$ cat config.mk
export PLATFORM = sky130hd
export DESIGN_NAME = jtag_byte_bridge
export DESIGN_NICKNAME = d
export VERILOG_FILES = /design/src/rtl/jsb_pkg.sv /design/src/rtl/jsb_fifo.sv /design/src/rtl/jsb_frame.sv /design/src/rtl/jtag_byte_bridge.sv
export SDC_FILE = /design/constraint.sdc
export NUM_CORES = 1
export LEC_CHECK = 0
export ABC_AREA = 1
export BUFFER_PORTS_ARGS = -buffer_cell sky130_fd_sc_hd__buf_2
export CORE_MARGIN = 2
export CORE_UTILIZATION = 30
export DETAILED_ROUTE_END_ITERATION = 10
export PLACE_DENSITY = 0.46
export SYNTH_ARGS = -nofsm -noshare
export SYNTH_HDL_FRONTEND = slang
export SYNTH_SLANG_ARGS = --single-unit
$ cat constraint.sdc
create_clock -name clk -period 5.91 [get_ports clk]
set_input_delay 0.8865 -clock clk [delete_from_list [all_inputs] [get_ports clk]]
set_output_delay 0.8865 -clock clk [all_outputs]
set_load 0.03 [all_outputs]
$ cat src/rtl/jsb_pkg.sv
package jsb_pkg;
  localparam int BYTE_W = 8;
  localparam int HDR_NIB = 4;

  function automatic int umin(input int a, input int b);
    return (a < b) ? a : b;
  endfunction
endpackage

$ cat src/rtl/jsb_fifo.sv
module jsb_fifo
  import jsb_pkg::*;
#(
  parameter int DEPTH    = 8,
  parameter int WR_PORTS = 1,
  parameter int RD_PORTS = 1,
  localparam int AW = $clog2(DEPTH),
  localparam int CW = $clog2(DEPTH + 1),
  localparam int WW = $clog2(WR_PORTS + 1),
  localparam int RW = $clog2(RD_PORTS + 1)
) (
  input  logic                             clk,
  input  logic                             rst_n,
  input  logic [WW-1:0]                    push_n,
  input  logic [WR_PORTS-1:0][BYTE_W-1:0]  push_data,
  input  logic [RW-1:0]                    pop_n,
  output logic [CW-1:0]                    level,
  output logic [RD_PORTS-1:0][BYTE_W-1:0]  peek
);
  logic [BYTE_W-1:0] mem [DEPTH];
  logic [AW-1:0]     wr_ptr, rd_ptr;

  always_ff @(posedge clk) begin
    if (!rst_n) begin
      wr_ptr <= '0;
      rd_ptr <= '0;
      level  <= '0;
    end else begin
      for (int i = 0; i < WR_PORTS; i++) begin
        if (i < int'(push_n)) mem[wr_ptr + AW'(i)] <= push_data[i];
      end
      wr_ptr <= wr_ptr + AW'(push_n);
      rd_ptr <= rd_ptr + AW'(pop_n);
      level  <= level + CW'(push_n) - CW'(pop_n);
    end
  end

  for (genvar g = 0; g < RD_PORTS; g++) begin : g_peek
    assign peek[g] = mem[rd_ptr + AW'(g)];
  end

  AST_NO_OVERFLOW: assert property (@(posedge clk) disable iff (!rst_n)
    int'(level) + int'(push_n) - int'(pop_n) <= DEPTH);
  AST_NO_UNDERFLOW: assert property (@(posedge clk) disable iff (!rst_n)
    int'(pop_n) <= int'(level));
endmodule

$ cat src/rtl/jsb_frame.sv
module jsb_frame
  import jsb_pkg::*;
#(
  parameter int SLOTS = 8,
  localparam int FW = BYTE_W * (SLOTS + 1)
) (
  input  logic                          clk,
  input  logic                          rst_n,
  input  logic                          capture,
  input  logic                          shift,
  input  logic                          tdi,
  input  logic [FW-1:0]                 load,
  output logic                          tdo,
  output logic [HDR_NIB-1:0]            host_cnt,
  output logic [SLOTS-1:0][BYTE_W-1:0]  host_bytes
);
  logic [FW-1:0] sr;

  always_ff @(posedge clk) begin
    if (!rst_n)       sr <= '0;
    else if (capture) sr <= load;
    else if (shift)   sr <= {tdi, sr[FW-1:1]};
  end

  assign tdo      = sr[0];
  assign host_cnt = sr[BYTE_W-1:BYTE_W-HDR_NIB];
  for (genvar g = 0; g < SLOTS; g++) begin : g_slot
    assign host_bytes[g] = sr[BYTE_W*(g+1) +: BYTE_W];
  end

  AST_TDO_AFTER_LOAD: assert property (@(posedge clk) disable iff (!rst_n)
    capture |=> tdo == $past(load[0]));
  AST_TDO_TAKES_TDI: assert property (@(posedge clk) disable iff (!rst_n)
    (shift && !capture) |=> sr[FW-1] == $past(tdi));
endmodule

$ cat src/rtl/jtag_byte_bridge.sv
module jtag_byte_bridge
  import jsb_pkg::*;
#(
  parameter int DEPTH = 8,
  parameter int SLOTS = 8,
  localparam int CW = $clog2(DEPTH + 1),
  localparam int SW = $clog2(SLOTS + 1),
  localparam int FW = BYTE_W * (SLOTS + 1)
) (
  input  logic          clk,
  input  logic          rst_n,
  input  logic          tap_capture,
  input  logic          tap_shift,
  input  logic          tap_update,
  input  logic          tdi,
  output logic          tdo,
  input  logic [7:0]    tx_data,
  input  logic          tx_valid,
  output logic          tx_ready,
  output logic [7:0]    rx_data,
  output logic          rx_valid,
  input  logic          rx_ready,
  output logic [CW-1:0] tx_level,
  output logic [CW-1:0] rx_free
);
  logic [CW-1:0]                  tx_lvl, rx_lvl;
  logic [SLOTS-1:0][BYTE_W-1:0]   tx_peek;
  logic [0:0][BYTE_W-1:0]         rx_peek;
  logic [SW-1:0]                  tx_avail, arm_tx, host_lim, rx_acc;
  logic [SW-1:0]                  rx_push_n, tx_pop_n;
  logic [CW-1:0]                  arm_free;
  logic [FW-1:0]                  load_frame;
  logic [HDR_NIB-1:0]             host_cnt;
  logic [SLOTS-1:0][BYTE_W-1:0]   host_bytes;

  // offer and space seen at capture
  assign tx_avail = SW'(umin(int'(tx_lvl), SLOTS));
  assign rx_free  = CW'(DEPTH) - rx_lvl;
  assign tx_level = tx_lvl;

  always_comb begin
    load_frame = '0;
    load_frame[BYTE_W-1:BYTE_W-HDR_NIB] = HDR_NIB'(tx_avail);
    load_frame[HDR_NIB-1:0]             = HDR_NIB'(rx_free);
    for (int i = 0; i < SLOTS; i++) begin
      if (i < int'(tx_avail)) load_frame[BYTE_W*(i+1) +: BYTE_W] = tx_peek[i];
    end
  end

  // counts armed by capture, consumed by the matching update
  always_ff @(posedge clk) begin
    if (!rst_n) begin
      arm_tx   <= '0;
      arm_free <= '0;
    end else if (tap_capture) begin
      arm_tx   <= tx_avail;
      arm_free <= rx_free;
    end else if (tap_update) begin
      arm_tx   <= '0;
      arm_free <= '0;
    end
  end

  assign host_lim  = SW'(umin(int'(host_cnt), SLOTS));
  assign rx_acc    = SW'(umin(int'(host_lim), int'(arm_free)));
  assign rx_push_n = tap_update ? rx_acc : '0;
  assign tx_pop_n  = tap_update ? arm_tx : '0;

  assign tx_ready = int'(tx_lvl) < DEPTH;
  assign rx_valid = rx_lvl != '0;
  assign rx_data  = rx_peek[0];

  jsb_frame #(.SLOTS(SLOTS)) u_frame (
    .clk(clk), .rst_n(rst_n), .capture(tap_capture), .shift(tap_shift),
    .tdi(tdi), .load(load_frame), .tdo(tdo),
    .host_cnt(host_cnt), .host_bytes(host_bytes)
  );

  jsb_fifo #(.DEPTH(DEPTH), .WR_PORTS(SLOTS), .RD_PORTS(1)) u_rx_q (
    .clk(clk), .rst_n(rst_n), .push_n(rx_push_n), .push_data(host_bytes),
    .pop_n(rx_valid && rx_ready), .level(rx_lvl), .peek(rx_peek)
  );

  jsb_fifo #(.DEPTH(DEPTH), .WR_PORTS(1), .RD_PORTS(SLOTS)) u_tx_q (
    .clk(clk), .rst_n(rst_n), .push_n(tx_valid && tx_ready), .push_data(tx_data),
    .pop_n(tx_pop_n), .level(tx_lvl), .peek(tx_peek)
  );

  AST_RX_HOLD: assert property (@(posedge clk) disable iff (!rst_n)
    (rx_valid && !rx_ready) |=> (rx_valid && $stable(rx_data)));
  AST_TX_POP_ONLY_AT_UPDATE: assert property (@(posedge clk) disable iff (!rst_n)
    !tap_update |=> tx_level >= $past(tx_level));
  AST_RX_PUSH_ONLY_AT_UPDATE: assert property (@(posedge clk) disable iff (!rst_n)
    !tap_update |=> rx_free >= $past(rx_free));
  AST_LEVEL_RANGE: assert property (@(posedge clk) disable iff (!rst_n)
    (int'(tx_level) <= DEPTH) && (int'(rx_free) <= DEPTH));
endmodule

==> results of run 1 <==
final cells by class:
class | instances | area (sq um)
fillers | 6278 | 37710
well taps | 756 | 945.9
inverters | 367 | 1380
multi-input cells | 1971 | 9393
clock inverters | 14 | 172.7
clock buffers | 40 | 819.5
repair buffers | 56 | 335.3
flip-flops and latches | 228 | 5847
path summary, 6_finish.rpt:
kind	from	cells past startpoint	endpoint
worst max-delay path	u_rx_q.wr_ptr[0]	14	u_rx_q.mem[1][3]
worst min register to register	arm_free[2]	2	arm_free[2]
worst max register to register	u_rx_q.wr_ptr[0]	14	u_rx_q.mem[1][3]
worst min-delay path	arm_free[2]	2	arm_free[2]
cell usage in the layout, fill, tap and decap left out, types with 3 or more instances in the layout:
| cell | n |
|---|---|
| nand2_1 | 886 |
| o21ai_0 | 389 |
| inv_1 | 349 |
| nand3_1 | 204 |
| nor2_1 | 159 |
| edfxtp_1 | 128 |
| dfxtp_1 | 99 |
| a21oi_1 | 71 |
| a221oi_1 | 49 |
| buf_2 | 34 |
| o211ai_1 | 30 |
| clkbuf_16 | 30 |
| o21ai_1 | 27 |
| ha_1 | 26 |
| buf_4 | 22 |
| nand2_2 | 16 |
| a31oi_1 | 14 |
| inv_2 | 12 |
| a22oi_1 | 12 |
| o21bai_1 | 11 |
| xnor2_1 | 10 |
| o22ai_1 | 10 |
| nor3_1 | 9 |
| xor2_1 | 7 |
| clkinv_1 | 7 |
| nor4_1 | 7 |
| nor2_4 | 5 |
| clkbuf_1 | 5 |
| fa_1 | 4 |
| clkinv_2 | 4 |
| nor2_2 | 3 |
| nand2_4 | 3 |
| o21ai_2 | 3 |
| nand4_1 | 3 |
| bufinv_16 | 3 |
| clkbuf_4 | 3 |
registers in the layout, indices dropped and copies added (netlist names):
name and count:
arm_free 4, arm_tx 4, u_frame.sr 72, u_rx_q.level 4, u_rx_q.mem 64, u_rx_q.rd_ptr 3, u_rx_q.wr_ptr 3, u_tx_q.level 4
u_tx_q.mem 64, u_tx_q.rd_ptr 3, u_tx_q.wr_ptr 3
cells by family (layout without fill, tap and decap cells):
family / Yosys count / after routing / synth area share [%]
XOR/XNOR: 17 / 17 / 0.8631
multiplexers: 1 / 1 / 0.05802
AO/OA/AOI/OAI: 623 / 623 / 20.37
flip-flops: 228 / 228 / 33.88
buffers and inverters: 516 / 477 / 11.74
adder cells (fa/ha/maj): 30 / 30 / 2.350
AND/OR/NAND/NOR: 1300 / 1300 / 30.73
stage by stage:
stage / std cells / hold slack (ns)
2_1_floorplan: 2715 / 0.4413
3_3_place_gp: 3378 / 0.4534
3_5_place_dp: 3378 / 0.4603
4_1_cts: 3432 / 0.4688
5_1_grt: 3432 / 0.4863
6_report: 3432 / 0.4691
power by group:
group,switching [W],internal [W]
Sequential,0.000314,0.00209
Clock,0.000763,0.00111
Combinational,0.00244,0.000868
Total,0.00352,0.00407
worst reg2reg max path, delay by kind of cell, from the launching register on:
family / cells / cell delay (ns)
compound gates: 2 / 0.33
buf+inv: 2 / 0.46
flops: 1 / 0.65
fa+ha+maj: 1 / 0.43
simple gates: 9 / 2.02
routing by layer:
| layer | share of wire (%) | track usage, % | vias up |
|---|---|---|---|
| li1 | - | - | 8770 |
| met1 | 44 | 33.63 | 8538 |
| met2 | 47 | 42.71 | 630 |
| met3 | 5.8 | 2.401 | 109 |
| met4 | 3.5 | 8.537 | 0 |
| met5 | 0 | 0 | - |
==> key figures, run 1 <==
Critical path
  – Crit-path leading delay family: simple AND/OR/NAND/NOR gates
  – Required time of the critical path: approximately 6.3 ns
  – Worst R2R Setup Slack: around 1.8 ns
  – Most used cell, CP: nand2_1
  – Worst Setup Start Kind: register
  – Slowest cell on the critical path: nor2_1
  – Buf/Inv on CP: 2
  – Biggest cell delay along the critical path: around 0.73 ns
  – CP max FO: 15
  – Worst Path Arrival: ~4.5 ns
  – CP endpoint kind: register
  – Class of the most critical setup path: register to register
  – Crit-path cells: inv_1 -> ha_1 -> inv_1 -> nand2_1 -> nor2_1 -> nand2_1 -> nand2_1 -> o21ai_0 -> o21ai_0 -> nand2_1 -> nand3_1 -> nand2_1 -> nand2_1 -> nand2_1

Placement
  – DP HPWL: 60,580 um
  – Setup slack at placement: 1.756 ns
  – Placed instance area: ~18,000 sq um
  – Gpl congestion: 1.010
  – IO Port Bufs: 34

Clock tree
  – Clock sink count: 228
  – CTS Hold Bufs: 0
  – Max Buffers Root-to-Sink: 3
  – CTS buffer count: 29
  – Post-CTS Setup Inserts: 0
  – Clock Latency Late Sink: slightly above 0.6 ns
  – Post_cts resized: 0
  – CTS tree: built
  – Clock transition at the registers of the reported paths: around 0.07 ns
  – Htree depth: 1
  – CTS root buffer: clkbuf_16

Finish
  – Layout cells sized above 1: roughly 5.7%
  – Final net count: about 2,700
  – Final core occ: ~33%
  – Area delta synth->final: 9.515%
  – Design Area, Final: 18,890 sq um
  – Number of diodes: 0

Synth
  – Syn avg cell area: roughly 6.4 sq um
  – Post-synth ARST share: 0%
  – Synth top area share: between 20% and 30%
  – Synth Instances: ~2,700
  – Post-synthesis sequential area ratio: 33.88%
  – Leading area contributor after synthesis: edfxtp_1
  – Synth Cell Area: approximately 17,000 sq um
  – Synth top area cells: edfxtp_1, nand2_1, dfxtp_1
  – Mapped Nets: 2,761
  – Top post-synthesis cells by count: nand2_1, o21ai_0, inv_1, nand3_1, nor2_1
  – Synth Warn #: 0
  – Count of unique library cells instantiated by Yosys: 44
  – Post-synth EDFFs: ~130
  – Synthesized flop and latch total: roughly 230
  – Main flop type after synthesis: edfxtp_1
  – Top-count cell post-synth: nand2_1

Die
  – Initial Util: 30.48%
  – Die Footprint: a little under 60,000 sq um
  – Core Box Area: roughly 57,000 sq um
  – Die Span X: about 240 um
  – Ports: 35
  – Die Y: roughly 240 um
  – Site row count: between 80 and 90

Global route
  – Total global routing overflow: 0
  – Gr usage total: roughly 25%
  – Initial antenna violation count: 1
  – Vias in the first global route: 16,960
  – Largest net degree at the start of global routing: 77
  – First-pass GRT wire length: about 110,000 um

STA
  – Fmax: between 0.2 and 0.25 GHz
  – Max Slew Vio Count: 0
  – Final WS setup: between 1.5 and 2 ns
  – Max Clock Skew: roughly 0.024 ns
  – Final hold violations: 0
  – Setup TNS: 0 ns
  – Actual slew at the worst max-slew pin: roughly 1.3 ns
  – Unrepaired setup endpoints after global routing: false
  – Worst slew margin relative to its limit: 11.84%
  – Final period utilization: 70.33%
  – Final min period: around 4.2 ns
  – Final setup viols: 0

Power
  – Peak supply drop: approximately 0.25 mV
  – Pwr Total: roughly 0.0076 W
  – Cell Pwr Density: between 400 and 500 nW/um^2
  – Leak Pwr: 8.155 nW

Detailed routing
  – 1st-pass router iterations: 6
  – Post-route ant nets: 0
  – Routed WL per cell: approximately 22 um
  – DRC viols: 0
  – Wirelength, routed: 76,090 um
  – DR vias: 18,050
  – Via-per-instance ratio: ~5.3
  – DRT iter0 DRCs: around 1,800

Flow run
  – Max-Cap Viols: 0

Run status
  – Status: completed

Hold path
  – Worst min path class: register to register
(Power assumes the default switching activity.)
==> run 2: changes to the inputs <==
==> constraint.sdc (replaced) <==
create_clock -name clk -period 4.3 [get_ports clk]
set_input_delay 0.645 -clock clk [delete_from_list [all_inputs] [get_ports clk]]
set_output_delay 0.645 -clock clk [all_outputs]
set_load 0.03 [all_outputs]
==> key figures, run 2 (same netlist as run 1, synthesis figures left out) <==
Run status
  – Status: completed

STA
  – Final setup viols: 0
  – Final hold violations: 0
  – Actual slew at the worst max-slew pin: 1.008 ns
  – Fmax: 0.2636 GHz
  – Final period utilization: 88.22%
  – Setup TNS: 0 ns
  – Final min period: ~3.8 ns
  – Max Clock Skew: 0.03345 ns
  – Max Slew Vio Count: 0
  – Worst slew margin relative to its limit: between 30% and 40%
  – Unrepaired setup endpoints after global routing: false

Clock tree
  – CTS tree: built
  – Post-CTS Setup Inserts: 0
  – Htree depth: 1
  – CTS Hold Bufs: 0
  – Max Buffers Root-to-Sink: 3
  – CTS root buffer: clkbuf_16
  – Clock Latency Late Sink: around 0.59 ns
  – Clock sink count: 228
  – Clock transition at the registers of the reported paths: about 0.060 ns
  – Post_cts resized: 0
  – CTS buffer count: 29

Power
  – Leak Pwr: 8.296 nW
  – Cell Pwr Density: 541.8 nW/um^2
  – Peak supply drop: approximately 0.42 mV

Finish
  – Design Area, Final: ~19,000 sq um
  – Commonest non-fill, non-tap cell in the layout: nand2_1
  – Commonest non-fill, non-tap cells in the layout: nand2_1, o21ai_0, inv_1, nand3_1, nor2_1
  – Layout cells sized above 1: ~6.9%
  – Area delta synth->final: 10.66%
  – Number of diodes: 0
  – Max reg flops: around 70
  – Final net count: around 2,700
  – Final core occ: 33.73%
  – Largest register by flop count: u_frame.sr
  – Non-Filler Instances: about 3,500
  – Largest regs: u_frame.sr: 72 flops, u_rx_q.mem: 64 flops, u_tx_q.mem: 64 flops
  – Fill cells: ~6,300

Flow run
  – Max-Cap Viols: 0

Die
  – Initial Util: 30.48%
  – Site row count: just under 90
  – Ports: 35
  – Core Box Area: between 50,000 and 60,000 sq um
  – Die Footprint: between 50,000 and 60,000 sq um
  – Die Y: roughly 240 um
  – Die Span X: 243.8 um

Placement
  – DP HPWL: ~61,000 um
  – Placed cells: 3,417
  – Placed instance area: 18,190 sq um
  – Gpl congestion: about 1.1
  – IO Port Bufs: 34

Critical path
  – CP max FO: 16
  – Class of the most critical setup path: register to register
  – Worst Path Arrival: ~4.1 ns
  – Worst r2r src: u_frame.sr[7]
  – Worst Setup Start Kind: register
  – Required time of the critical path: about 4.6 ns
  – CP endpoint kind: register
  – Crit path from: u_frame.sr[7]

Global route
  – Vias in the first global route: 17,740
  – First-pass GRT wire length: 117,300 um
  – Largest net degree at the start of global routing: 76
  – Total global routing overflow: 0
  – Initial antenna violation count: 1
  – Gr usage total: about a quarter

Hold path
  – Hold path startpoint: tx_data[1]
  – Worst min path class: input pin to register

Detailed routing
  – 1st-pass router iterations: 8
  – Routed WL per cell: 22.84 um
  – Wirelength, routed: 79,240 um
  – DR vias: around 18,000
  – Via-per-instance ratio: ~5.3
  – Post-route ant nets: 0
  – DRT iter0 DRCs: 2,098
  – DRC viols: 0
[run 2: changes by cell type in the layout (fill, tap and decap cells not counted), sizes merged]
cell / previous run / this run
buf: 56 / 95
clkbuf: 40 / 33
clkinv: 13 / 19
clkinvlp: 0 / 2
bufinv: 3 / 2
inv: 365 / 364
[run 2: critical path, cell delays in order (launching register included)]
cell and delay, ns:
dfxtp_1 0.43, inv_2 0.06, nand2_1 0.09, inv_1 0.05, ha_1 0.20, a21oi_4 0.27, a21oi_1 0.12, nor2_2 0.28
nand3_2 0.14, o21ai_2 0.57, nand2_1 0.58, nand2_1 0.22, nor4_1 0.07, o21ai_0 0.11, buf_4 0.26
[run 2: power by group]
group          leakage, nW  switching (W)  internal, W
Clock                0.438        0.00101      0.00135
Combinational         5.86        0.00337      0.00132
Sequential            2.00       0.000419      0.00287
[run 2: per-stage QoR]
| step | hold slack, ns | worst slack, ns | power, W |
|---|---|---|---|
| after floorplan | 0.4413 | 1.382 | 0.006104 |
| after global placement | 0.4495 | 0.6242 | 0.007936 |
| after detailed placement | 0.4609 | 0.5702 | 0.007965 |
| after CTS | 0.3075 | 0.5403 | 0.01035 |
| after global routing | 0.3304 | 0.2234 | 0.01100 |
| final | 0.3348 | 0.5065 | 0.01034 |
[run 2: worst paths after layout]
check / end / slack (ns) / cells past startpoint
setup / recovery: u_rx_q.mem[4][7] / 0.51 / 14
hold / removal: u_tx_q.mem[0][1] / 0.33 / 1
setup reg to reg: u_rx_q.mem[4][7] / 0.51 / 14
hold reg to reg: arm_tx[3] / 0.46 / 2
[run 2: routing by layer]
metal	vias up	track usage, %	share of wire [%]
met2	722	42.82	46
met4	0	12.20	5.1
met1	8705	34.66	42
met5	-	0	0
li1	8846	-	-
met3	175	3.580	6.9
[run 2: layout make-up]
cell class | instances | area, sq um | area share [%]
multi-input combinational | 1971 | 9388 | 49.17
sequential | 228 | 5847 | 30.63
inverter | 367 | 1380 | 7.229
tap | 756 | 945.9 | 4.955
clock buffer | 33 | 740.7 | 3.880
timing repair buffer | 95 | 628.1 | 3.290
clock inverter | 20 | 161.4 | 0.8455
